--- src/rtl/l1c_pkg.sv ---
// Package: shared state, request and message encodings for the L1 line
// coherence controller. Assumes one message and one core operation per cycle.
package l1c_pkg;

    typedef enum logic [3:0] {
        ST_INV    = 4'd0,
        ST_SHR    = 4'd1,
        ST_OWN    = 4'd2,
        ST_EXC    = 4'd3,
        ST_EXC_LK = 4'd4,
        ST_DRT    = 4'd5,
        ST_DRT_LK = 4'd6,
        ST_FILL_S = 4'd7,
        ST_FILL_X = 4'd8,
        ST_UPG    = 4'd9,
        ST_ACKW   = 4'd10
    } lstate_e;

    typedef enum logic [2:0] {
        RQ_NONE    = 3'd0,
        RQ_GETS    = 3'd1,
        RQ_GETX    = 3'd2,
        RQ_PUTX    = 3'd3,
        RQ_PUTO    = 3'd4,
        RQ_PUTO_SH = 3'd5
    } req_e;

    localparam logic [2:0] MK_FILL     = 3'd0;
    localparam logic [2:0] MK_ACK      = 3'd1;
    localparam logic [2:0] MK_INVAL    = 3'd2;
    localparam logic [2:0] MK_FWD_SHR  = 3'd3;
    localparam logic [2:0] MK_FWD_EXCL = 3'd4;

    localparam logic [1:0] GR_SHARED = 2'd0;
    localparam logic [1:0] GR_EXCL   = 2'd1;
    localparam logic [1:0] GR_OWNED  = 2'd2;

    localparam logic [1:0] PM_NONE = 2'd0;
    localparam logic [1:0] PM_BUSY = 2'd1;
    localparam logic [1:0] PM_RO   = 2'd2;
    localparam logic [1:0] PM_RW   = 2'd3;

    // Access permission implied by a state.
    function automatic logic [1:0] perm_of(lstate_e s);
        case (s)
            ST_INV:                 return PM_NONE;
            ST_FILL_S, ST_FILL_X:   return PM_BUSY;
            ST_DRT, ST_DRT_LK:      return PM_RW;
            default:                return PM_RO;
        endcase
    endfunction

    // True for the two write-protected states.
    function automatic logic is_locked(lstate_e s);
        return (s == ST_EXC_LK) || (s == ST_DRT_LK);
    endfunction

endpackage

--- src/rtl/l1c_lock_timer.sv ---
// Hold timer for the write-protected states. A start pulse loads the count.
// While run stays high the count goes down, and expire is raised in the
// LOCK_CYCLES-th cycle after start. Assumes LOCK_CYCLES >= 1.
module l1c_lock_timer #(
    parameter int LOCK_CYCLES = 16
) (
    input  logic clk,
    input  logic rst_n,
    input  logic start,
    input  logic run,
    output logic expire
);
    localparam int CW = $clog2(LOCK_CYCLES + 1);
    localparam logic [CW-1:0] LOAD = CW'(LOCK_CYCLES - 1);

    logic [CW-1:0] cnt_q;
    logic          armed_q;

    // Load on start, count down while running, disarm once the line leaves the locked state.
    always_ff @(posedge clk) begin
        if (!rst_n) begin
            armed_q <= 1'b0;
            cnt_q   <= '0;
        end else if (start) begin
            armed_q <= 1'b1;
            cnt_q   <= LOAD;
        end else if (!run) begin
            armed_q <= 1'b0;
            cnt_q   <= '0;
        end else if (armed_q && cnt_q != '0) begin
            cnt_q <= cnt_q - 1'b1;
        end
    end

    assign expire = armed_q && (cnt_q == '0);

    p_count_down_r6: assert property (@(posedge clk) disable iff (!rst_n)
        (armed_q && run && !start && cnt_q != '0) |=> (cnt_q == $past(cnt_q) - 1'b1))
        else $error("lock timer skipped a step");

    p_start_loads_r6: assert property (@(posedge clk) disable iff (!rst_n)
        start |=> (armed_q && cnt_q == LOAD))
        else $error("lock timer not reloaded");

endmodule

--- src/rtl/l1c_ack_track.sv ---
// Acknowledgement tracker for an outstanding exclusive request. It keeps a
// signed balance of acks still due: a fill adds its count, each ack takes
// one away, and the balance saturates at both ends. done is raised in the
// cycle of the event that leaves the fill received and the balance at zero.
module l1c_ack_track #(
    parameter int ACK_W = 4
) (
    input  logic             clk,
    input  logic             rst_n,
    input  logic             clear,
    input  logic             data_ev,
    input  logic             ack_ev,
    input  logic [ACK_W-1:0] acks_in,
    output logic             done
);
    localparam int PW = ACK_W + 2;
    localparam logic signed [PW:0] S_MAX = (PW+1)'((1 << ACK_W) - 1);
    localparam logic signed [PW:0] S_MIN = -((PW+1)'(1 << ACK_W));

    logic signed [PW-1:0] pend_q, pend_nx;
    logic signed [PW:0]   sum;
    logic                 hd_q, hd_nx;

    // Next balance and fill flag, with saturation.
    always_comb begin
        pend_nx = pend_q;
        hd_nx   = hd_q;
        sum     = '0;
        if (clear) begin
            pend_nx = '0;
            hd_nx   = 1'b0;
        end else if (data_ev) begin
            sum     = {pend_q[PW-1], pend_q} + $signed({3'b000, acks_in});
            pend_nx = (sum > S_MAX) ? S_MAX[PW-1:0] : sum[PW-1:0];
            hd_nx   = 1'b1;
        end else if (ack_ev) begin
            sum     = {pend_q[PW-1], pend_q} - (PW+1)'(1);
            pend_nx = (sum < S_MIN) ? S_MIN[PW-1:0] : sum[PW-1:0];
        end
    end

    // Register the balance.
    always_ff @(posedge clk) begin
        if (!rst_n) begin
            pend_q <= '0;
            hd_q   <= 1'b0;
        end else begin
            pend_q <= pend_nx;
            hd_q   <= hd_nx;
        end
    end

    assign done = (data_ev || ack_ev) && hd_nx && (pend_nx == '0);

    p_hold_idle_r7: assert property (@(posedge clk) disable iff (!rst_n)
        !(clear || data_ev || ack_ev) |=> ($stable(pend_q) && $stable(hd_q)))
        else $error("ack balance moved without an event");

    p_ack_decr_r7: assert property (@(posedge clk) disable iff (!rst_n)
        (ack_ev && !clear && !data_ev && pend_q > S_MIN[PW-1:0] + 1) |=> (pend_q == $past(pend_q) - 1))
        else $error("ack did not reduce balance");

endmodule

--- src/rtl/l1_coh_line.sv ---
// Coherence state controller for one private L1 line in a directory-based
// MOESI system, with timed write-protected states. Assumes at most one core
// operation per cycle. When several are raised, the priority is store, then
// load, then eviction/DMA. An incoming message always takes precedence over
// the core, which is stalled in that cycle.
module l1_coh_line
    import l1c_pkg::*;
#(
    parameter int LOCK_CYCLES = 16,
    parameter int ACK_W       = 4
) (
    input  logic             clk,
    input  logic             rst_n,
    input  logic             core_ld,
    input  logic             core_st,
    input  logic             core_evict,
    input  logic             core_dma,
    input  logic             msg_valid,
    input  logic [2:0]       msg_kind,
    input  logic [1:0]       msg_grant,
    input  logic [ACK_W-1:0] msg_acks,
    output logic             core_hit,
    output logic             core_stall,
    output logic [2:0]       req_kind,
    output logic             rsp_ack,
    output logic             rsp_data,
    output logic [1:0]       line_perm,
    output logic [3:0]       line_state
);
    lstate_e state_q, state_nx;
    req_e    req;
    logic    sharers_q, sharers_nx;
    logic    gx_start, data_ev, ack_ev, trk_done, tmo_expire;
    logic    core_busy, holds_own;

    assign core_busy = core_ld || core_st || core_evict || core_dma;
    assign holds_own = (state_q == ST_OWN) || (state_q == ST_EXC) || (state_q == ST_DRT)
                    || is_locked(state_q);
    assign data_ev   = msg_valid && (msg_kind == MK_FILL)
                    && (state_q == ST_FILL_X || state_q == ST_UPG);
    assign ack_ev    = msg_valid && (msg_kind == MK_ACK)
                    && (state_q == ST_FILL_X || state_q == ST_UPG || state_q == ST_ACKW);

    l1c_ack_track #(.ACK_W(ACK_W)) u_acks (
        .clk     (clk),
        .rst_n   (rst_n),
        .clear   (gx_start),
        .data_ev (data_ev),
        .ack_ev  (ack_ev),
        .acks_in (msg_acks),
        .done    (trk_done)
    );

    l1c_lock_timer #(.LOCK_CYCLES(LOCK_CYCLES)) u_lock (
        .clk    (clk),
        .rst_n  (rst_n),
        .start  (is_locked(state_nx) && state_nx != state_q),
        .run    (is_locked(state_nx)),
        .expire (tmo_expire)
    );

    // Next state, core reply and outgoing traffic for the current cycle.
    always_comb begin
        state_nx   = state_q;
        sharers_nx = sharers_q;
        req        = RQ_NONE;
        core_hit   = 1'b0;
        core_stall = 1'b0;
        rsp_ack    = 1'b0;
        rsp_data   = 1'b0;
        gx_start   = 1'b0;
        if (msg_valid) begin
            core_stall = core_busy;
            case (msg_kind)
                MK_INVAL: begin
                    rsp_ack = 1'b1;
                    if (state_q == ST_UPG)                   state_nx = ST_FILL_X;
                    else if (holds_own || state_q == ST_SHR) state_nx = ST_INV;
                end
                MK_FWD_SHR: if (holds_own) begin
                    rsp_data   = 1'b1;
                    state_nx   = ST_OWN;
                    sharers_nx = 1'b1;
                end
                MK_FWD_EXCL: if (holds_own) begin
                    rsp_data = 1'b1;
                    state_nx = ST_INV;
                end
                MK_FILL: begin
                    if (state_q == ST_FILL_S) begin
                        case (msg_grant)
                            GR_EXCL:  state_nx = ST_EXC_LK;
                            GR_OWNED: begin
                                state_nx   = ST_OWN;
                                sharers_nx = 1'b0;
                            end
                            default:  state_nx = ST_SHR;
                        endcase
                    end else if (data_ev) begin
                        state_nx = trk_done ? ST_DRT_LK : ST_ACKW;
                    end
                end
                MK_ACK: if (state_q == ST_ACKW && trk_done) state_nx = ST_DRT_LK;
                default: ;
            endcase
        end else if (core_st) begin
            case (state_q)
                ST_DRT, ST_DRT_LK: core_hit = 1'b1;
                ST_EXC_LK: begin
                    core_hit = 1'b1;
                    state_nx = ST_DRT_LK;
                end
                ST_INV, ST_SHR, ST_EXC, ST_OWN: begin
                    core_stall = 1'b1;
                    req        = RQ_GETX;
                    gx_start   = 1'b1;
                    state_nx   = (state_q == ST_INV) ? ST_FILL_X : ST_UPG;
                end
                default: core_stall = 1'b1;
            endcase
        end else if (core_ld) begin
            case (state_q)
                ST_INV: begin
                    core_stall = 1'b1;
                    req        = RQ_GETS;
                    state_nx   = ST_FILL_S;
                end
                ST_FILL_S, ST_FILL_X: core_stall = 1'b1;
                default: core_hit = 1'b1;
            endcase
        end else if (core_evict || core_dma) begin
            case (state_q)
                ST_DRT, ST_EXC: begin
                    req      = RQ_PUTX;
                    state_nx = ST_INV;
                end
                ST_OWN: begin
                    req      = sharers_q ? RQ_PUTO_SH : RQ_PUTO;
                    state_nx = ST_INV;
                end
                ST_SHR:  state_nx = ST_INV;
                ST_INV:  ;
                default: core_stall = 1'b1;
            endcase
        end
        if (state_nx == state_q && tmo_expire) begin
            if (state_q == ST_EXC_LK)      state_nx = ST_EXC;
            else if (state_q == ST_DRT_LK) state_nx = ST_DRT;
        end
    end

    // State and sharer-flag registers.
    always_ff @(posedge clk) begin
        if (!rst_n) begin
            state_q   <= ST_INV;
            sharers_q <= 1'b0;
        end else begin
            state_q   <= state_nx;
            sharers_q <= sharers_nx;
        end
    end

    assign req_kind   = req;
    assign line_perm  = perm_of(state_q);
    assign line_state = state_q;

    p_silent_upgrade_r4: assert property (@(posedge clk) disable iff (!rst_n)
        (line_state == ST_EXC_LK && core_st && !msg_valid)
            |-> (core_hit && req_kind == RQ_NONE) ##1 (line_state == ST_DRT_LK))
        else $error("silent upgrade broken");

    p_lock_refuses_evict_r5: assert property (@(posedge clk) disable iff (!rst_n)
        (is_locked(state_q) && (core_evict || core_dma) && !core_ld && !core_st && !msg_valid)
            |-> (core_stall && req_kind == RQ_NONE) ##1 $stable(line_state))
        else $error("eviction accepted while locked");

    p_timeout_fall_r6: assert property (@(posedge clk) disable iff (!rst_n)
        (is_locked(state_q) && tmo_expire && !msg_valid && !core_busy)
            |=> (line_state == ST_EXC || line_state == ST_DRT))
        else $error("lock did not fall on expiry");

    p_inval_acks_r10: assert property (@(posedge clk) disable iff (!rst_n)
        (msg_valid && msg_kind == MK_INVAL) |-> rsp_ack)
        else $error("invalidation without ack");

    p_msg_first_r12: assert property (@(posedge clk) disable iff (!rst_n)
        (msg_valid && core_busy) |-> (core_stall && !core_hit))
        else $error("core served while a message was handled");

    p_hit_or_stall_r8: assert property (@(posedge clk) disable iff (!rst_n)
        !(core_hit && core_stall))
        else $error("hit and stall together");

endmodule

--- config.mk ---
export PLATFORM = sky130hd
export DESIGN_NAME = l1_coh_line
export DESIGN_NICKNAME = d
export VERILOG_FILES = /design/src/rtl/l1c_pkg.sv /design/src/rtl/l1c_lock_timer.sv /design/src/rtl/l1c_ack_track.sv /design/src/rtl/l1_coh_line.sv
export SDC_FILE = /design/constraint.sdc
export NUM_CORES = 1
export LEC_CHECK = 0
export ABC_CLOCK_PERIOD_IN_PS = 4000
export BUFFER_PORTS_ARGS = -buffer_cell sky130_fd_sc_hd__buf_2
export CAP_MARGIN = 20
export CELL_PAD_IN_SITES_DETAIL_PLACEMENT = 2
export CELL_PAD_IN_SITES_GLOBAL_PLACEMENT = 2
export CORE_AREA = 3 3 82 84
export CTS_BUF_LIST = sky130_fd_sc_hd__clkbuf_8 sky130_fd_sc_hd__clkbuf_16
export DETAILED_ROUTE_END_ITERATION = 16
export DIE_AREA = 0 0 85 87
export PLACE_DENSITY = 0.89
export SETUP_SLACK_MARGIN = 0.15
export SLEW_MARGIN = 20
export SYNTH_ARGS = -nofsm -noshare
export SYNTH_HDL_FRONTEND = slang
export SYNTH_SLANG_ARGS = --single-unit
--- constraint.sdc ---
create_clock -name clk -period 4 [get_ports clk]
set_input_delay 1 -clock clk [delete_from_list [all_inputs] [get_ports clk]]
set_output_delay 1 -clock clk [all_outputs]
set_load 0.02 [all_outputs]
# [Word level (Yosys, flattened, before mapping)]
# Cells that the tools add are included.
# W data, S select, Z words.
[totals] regBits=18 wordCells=146
[classes] addsub=3 order_cmp=2 n_eq_ne=25 n_mux=66 bitwise_logic=2 reduce_logical=41
[op_table] cell="$mux W4" count=20
[op_table] cell="$mux W1" count=30
[op_table] cell="$mux W6" count=5
[op_table] cell="$eq A4 B3 Y1 const B" count=6
[op_table] cell="$pmux W4 S5" count=1
[op_table] cell="$logic_or A1 B1 Y1" count=13
[op_table] cell="$eq A4 B4 Y1 const B" count=3
[op_table] cell="$mux W3" count=4
[op_table] cell="$pmux W3 S2" count=2
[op_table] cell="$logic_and A1 B1 Y1" count=11
[op_table] cell="$reduce_or A3 Y1" count=3
[op_table] cell="$eq A4 B2 Y1 const B" count=2
[op_table] cell="$pmux W4 S2" count=1
[op_table] cell="$reduce_or A2 Y1" count=4
[op_table] cell="$reduce_or A4 Y1" count=2
[op_table] cell="$add A6 B5 Y7" count=1
[op_table] cell="$gt A7 B5 Y1 const B" count=1
[op_table] cell="$lt A7 B5 Y1 const B" count=1
[op_table] cell="$sub A6 B2 Y7 const B" count=1
[op_table] cell="$eq A3 B2 Y1 const B" count=2
[op_table] cell="$logic_not A6 Y1" count=1
[op_table] cell="$ne A2 B1 Y1 const B" count=3
[op_table] cell="$pmux W2 S3" count=1
[op_table] cell="$logic_not A5 Y1" count=1
[op_table] cell="other kinds (19)" count=20

# [Longest topological paths before layout]
[depth] depth_word=21 mapped_depth=10 ltp_nobuf=10

# [By module]
# A second synthesis with hierarchy kept.
[hier_totals] cells_unflattened=282 hier_area_um2=2155.8
[by_module_without_submodules] mod="l1_coh_line" n_inst=1 cells_each=149 area_per_inst_um2=1039.7 seq_area_each_um2=100.1
[by_module_without_submodules] mod="l1c_ack_track" n_inst=1 cells_each=90 area_per_inst_um2=748.2 seq_area_each_um2=140.1
[by_module_without_submodules] mod="l1c_lock_timer" n_inst=1 cells_each=43 area_per_inst_um2=367.9 seq_area_each_um2=120.1

# [Worst setup path after synthesis]
# No wires, ideal clock.
[synth_timing] path_type="input to output" from="input port msg_valid" to="output port core_stall" t_arrival_ns=2.964 required_ns=3.000 slack_ns=0.036 cell_stages=4 n_path_buf=2 path_cell_list="clkbuf_1 > clkbuf_1 > a2111oi_0 > nor2_1"
[synth_between] elab_chain_cells=1
[synth_rtl] element="start: declaration" line="l1_coh_line.sv:18" rtl="input logic msg_valid,"
[synth_rtl] element="$mux W1" line="l1_coh_line.sv:72" rtl="if (msg_valid) begin"
[synth_rtl] element="end: declaration" line="l1_coh_line.sv:23" rtl="output logic core_stall,"
# Every way passes these cells.

# [Worst setup path after layout]
[layout_timing] from="input port msg_acks[0]" to="register u_lock.cnt_q[4]"
[layout_between] elab_chain_cells=19 elab_cells_between_ends=26 cone_classes="add/sub (1); order compare (1); eq/ne (4); mux (12); bitwise (1); reduce/logical (7)"
[layout_rtl] element="start: declaration" line="l1_coh_line.sv:21" rtl="input logic [ACK_W-1:0] msg_acks,"
[layout_rtl] element="$add A6 B5 Y7 *" line="l1c_ack_track.sv:33" rtl="sum = {pend_q[PW-1], pend_q} + $signed({3'b000, acks_in});"
[layout_rtl] element="$gt A7 B5 Y1" line="l1c_ack_track.sv:34" rtl="pend_nx = (sum > S_MAX) ? S_MAX[PW-1:0] : sum[PW-1:0];"
[layout_rtl] element="$mux W6 *" line="l1c_ack_track.sv:34"
[layout_rtl] element="$mux W6 *" line="l1c_ack_track.sv:32" rtl="end else if (data_ev) begin"
[layout_rtl] element="$mux W6 *" line="l1c_ack_track.sv:29" rtl="if (clear) begin"
[layout_rtl] element="$logic_not A6 Y1 *" line="l1c_ack_track.sv:53" rtl="assign done = (data_ev || ack_ev) && hd_nx && (pend_nx == '0);"
[layout_rtl] element="$logic_and A1 B1 Y1 *" line="l1c_ack_track.sv:53"
[layout_rtl] element="$mux W4" line="l1_coh_line.sv:100" rtl="state_nx = trk_done ? ST_DRT_LK : ST_ACKW;"
[layout_rtl] element="[3 not listed]"
[layout_rtl] element="$mux W4 *" line="l1_coh_line.sv:72"
[layout_rtl] element="$eq A4 B4 Y1 / $mux W4 (equally long branches)" line="l1_coh_line.sv:146, l1_coh_line.sv:148"
[layout_rtl] element="$logic_and A1 B1 Y1 / $mux W4 (equally long branches)" line="l1_coh_line.sv:146, l1_coh_line.sv:147"
[layout_rtl] element="$mux W4 *" line="l1_coh_line.sv:146" rtl="if (state_nx == state_q && tmo_expire) begin"
[layout_rtl] element="$eq A4 B3 Y1" line="l1c_pkg.sv:55" rtl="return (s == ST_EXC_LK) || (s == ST_DRT_LK);"
[layout_rtl] element="$logic_or A1 B1 Y1" line="l1c_pkg.sv:55"
[layout_rtl] element="$logic_and A1 B1 Y1 / $not A1 Y1 (equally long branches)"
[layout_rtl] element="$reduce_or A3 Y1 (no line) *"
[layout_rtl] element="end signal: assignment" line="l1c_lock_timer.sv:31" rtl="cnt_q <= cnt_q - 1'b1;"
[layout_rtl] element="end: declaration" line="l1c_lock_timer.sv:16" rtl="logic [CW-1:0] cnt_q;"
# Mark *: on every way between the ends. The rest lies on a longest branch, timed or not.
# A chain may end at the register's enable or synchronous reset.

==> impl_metrics.tcl <==
set metrics [dict create \
    grt_pass1_wl_um 13700 \
    yosys_register_bits 18 \
    synth_top_cell_by_area "dfxtp_1" \
    post-route-min-period_ns 3.82 \
    path_max_fanout 3 \
    yosys_warnings 0 \
    rsz0062_at_grt "no" \
    power.share.switching_pct 39.3 \
    avgSynthCellArea_um2 7.19 \
    setup_viol 0 \
    fin_crit_sh_pct 95.6 \
    grt.overflow.total 0 \
    routedWlPerCell_um 23.1 \
    dr.pass1.iters 5 \
    synthToLayoutAreaGrowth_pct 19.2 \
    ir_drop_mv 0.164 \
    tightest_slew_ns 0.749 \
    hold_path_end "u_acks.hd_q" \
    fmax_ghz 0.262 \
    synth_area_um2 2010 \
    worstPathRequired_ns 4.17 \
    max_cap_viol_count 0 \
    internal_power_uw 349 \
    dp_slack_ns -0.0336 \
    place_area_um2 2230 \
    antenna_found_initial 0 \
    dr.first_iter.drc_count 181 \
    final_area_um2 2390 \
    power_frac_clock_pct 28.1 \
    crit_arrival_ns 4.00 \
    reg2reg_from "u_acks.pend_q[0]" \
    portBuffers 28 \
    pin_count 29 \
    rrSetupSlack_ns 0.61 \
    syn_nets 305 \
    vias_per_cell 6.29 \
    placementRows 28 \
    gp_congestion 0.964 \
    worst-setup-path-type "in -> reg" \
    grt_max_degree 23 \
    worst_setup_path_end_kind "register" \
    fin_hold_ws_ns 0.463 \
    h-tree-depth 1 \
    power_leakage_uw 0.000888 \
    maxSlewViolCount 0 \
    cts_root_buf "clkbuf_8" \
    synthArstFlopShare_pct 0 \
    die_x_um 85 \
    drc 0 \
    hold_start "u_acks.hd_q" \
    powerDensity_nw_per_um2 240 \
    status "completed" \
    yosys-top-cells-area "dfxtp_1 (18%), ha_1 (5.6%), nor2_1 (5.6%)" \
    num_vias 2404 \
    seqPwrFrac_pct 35.2 \
    r2r_cells 10 \
    hold_viol_final 0 \
    r2r-end "u_lock.cnt_q[4]" \
    routed_wirelength_um 8820 \
    start_kind "primary input" \
    fin_ws_ns 0.177 \
    dieArea_um2 7400 \
    yosysSeqAreaShare_pct 18.0 \
    clk_path_buf_depth 2 \
    antenna-diode-count 0 \
    p_sw_uw 226 \
    die_y_um 87 \
    clock_skew_ns 0.00811 \
    antenna_left 0 \
    drive_gt1_share_pct 21.8 \
    track_usage_pct 23.3 \
    pwr-share-comb_pct 36.7 \
    cts_tree "yes" \
    nets 334 \
    whs_path_depth 2 \
    synth_cell_types 68 \
    numCtsBuffers 3 \
    synth_ff_type "dfxtp_1" \
    clk_pin_slew_ns 0.07 \
    start_util_pct 33.5 \
    fp.coreArea_um2 5990 \
    grt_pass1_vias 2501 \
    dpl.hpwl_um 6010 \
    clock-sinks 18 \
    clk_latency_ns 0.27 \
    netlist_instances 279 \
    slew_headroom_pct 50.0 \
    hp-class "reg -> reg" \
    synth_edf_count 0 \
    synth_top_area_share_pct 18.0 \
]
-- area by class of cell --
class,count,area (um^2)
fillers,711,3600
multi-input cells,233,1610
flip-flops and latches,18,360
repair buffers,37,211
well taps,75,93.8
inverters,15,56.3
clock buffers,4,55.1
-- how the worst max path moves through the flow --
stage                           start         endpoint
after global placement    msg_acks[0]  u_lock.cnt_q[4]
after global routing      msg_acks[0]  u_lock.cnt_q[1]
after floorplan             msg_valid       core_stall
after detailed placement  msg_acks[0]  u_lock.cnt_q[4]
final                     msg_acks[0]  u_lock.cnt_q[4]
after CTS                 msg_acks[0]  u_lock.cnt_q[4]
-- layout by cell type, fill, tap and decap left out, types with 14 or more instances in the layout --
master | netlist | layout
dfxtp_1 | 18 | 18
nand2_1 | 24 | 24
inv_1 | 14 | 14
o21ai_0 | 18 | 18
nor2_1 | 30 | 29
buf_2 | 2 | 28
a21oi_1 | 22 | 20
-- flip-flops by register name, summed over array words and instances, names as in the netlist --
register / count
u_lock.armed_q: 1
sharers_q: 1
u_acks.pend_q: 6
line_state: 4
u_acks.hd_q: 1
u_lock.cnt_q: 5
-- cell families after synthesis --
kind of cell / Yosys count / share of synthesized area, %
mux: 1 / 0.561
compound gates: 95 / 33.1
flops: 18 / 18.0
xor+xnor: 7 / 3.06
simple gates: 120 / 33.0
fa+ha+maj: 10 / 6.61
buf+inv: 28 / 5.74
-- power groups by stage --
stage / sequential, uW / combinational [uW] / clock, uW
2_1_floorplan: 200 / 130 / 0
3_3_place_gp: 205 / 183 / 0
3_5_place_dp: 205 / 193 / 0
4_1_cts: 201 / 201 / 163
5_1_grt: 204 / 230 / 176
6_report: 202 / 211 / 161
-- cells in the mapped netlist (3+ instances only) --
library cell	number
a2111oi_0	3
a211oi_1	5
a21o_1	3
a21oi_1	22
a311oi_1	3
a31oi_1	5
clkbuf_1	10
dfxtp_1	18
ha_1	9
inv_1	14
nand2_1	24
nand2b_1	7
nand3_1	9
nor2_1	30
nor2b_1	6
nor3_1	9
nor3b_1	3
o2111ai_1	3
o21ai_0	18
o21bai_1	3
o31ai_1	3
or3_1	4
xnor2_1	4
xor2_1	3
-- routing by layer --
metal  GRT usage (%)  part of all wire (%)  vias up
li1                -                     -     1107
met1            31.0                    46     1217
met2            38.8                    48       63
met3            3.69                   4.2       17
met4            6.62                   2.3        0
met5               0                     0        -
-- through the flow --
step                util, %  power [uW]  cells  TNS (ns)
floorplan                 -         330    279         0
global placement       37.3         388    376         0
detailed placement     37.3         398    376   -0.0531
CTS                    38.5         566    381         0
global route           39.9         610    382         0
finish                 39.9         574    382         0
-- critical path, cell delays in order --
cell	delay, ns
buf_2	0.11
ha_2	0.21
fa_2	0.40
a211o_1	0.26
a311o_1	0.43
nor4_4	0.39
a311oi_4	0.10
nor3_2	0.27
a31oi_2	0.14
a2111o_1	0.44
nor4b_2	0.24
-- repair_timing --
item,4_1_cts,5_1_grt
gates resized for setup,1,15
pin swaps,1,8
hold buffers,0,0
buffers inserted,1,1
setup endpoints to repair,5,7
Power figures use the tool's default switching activity.
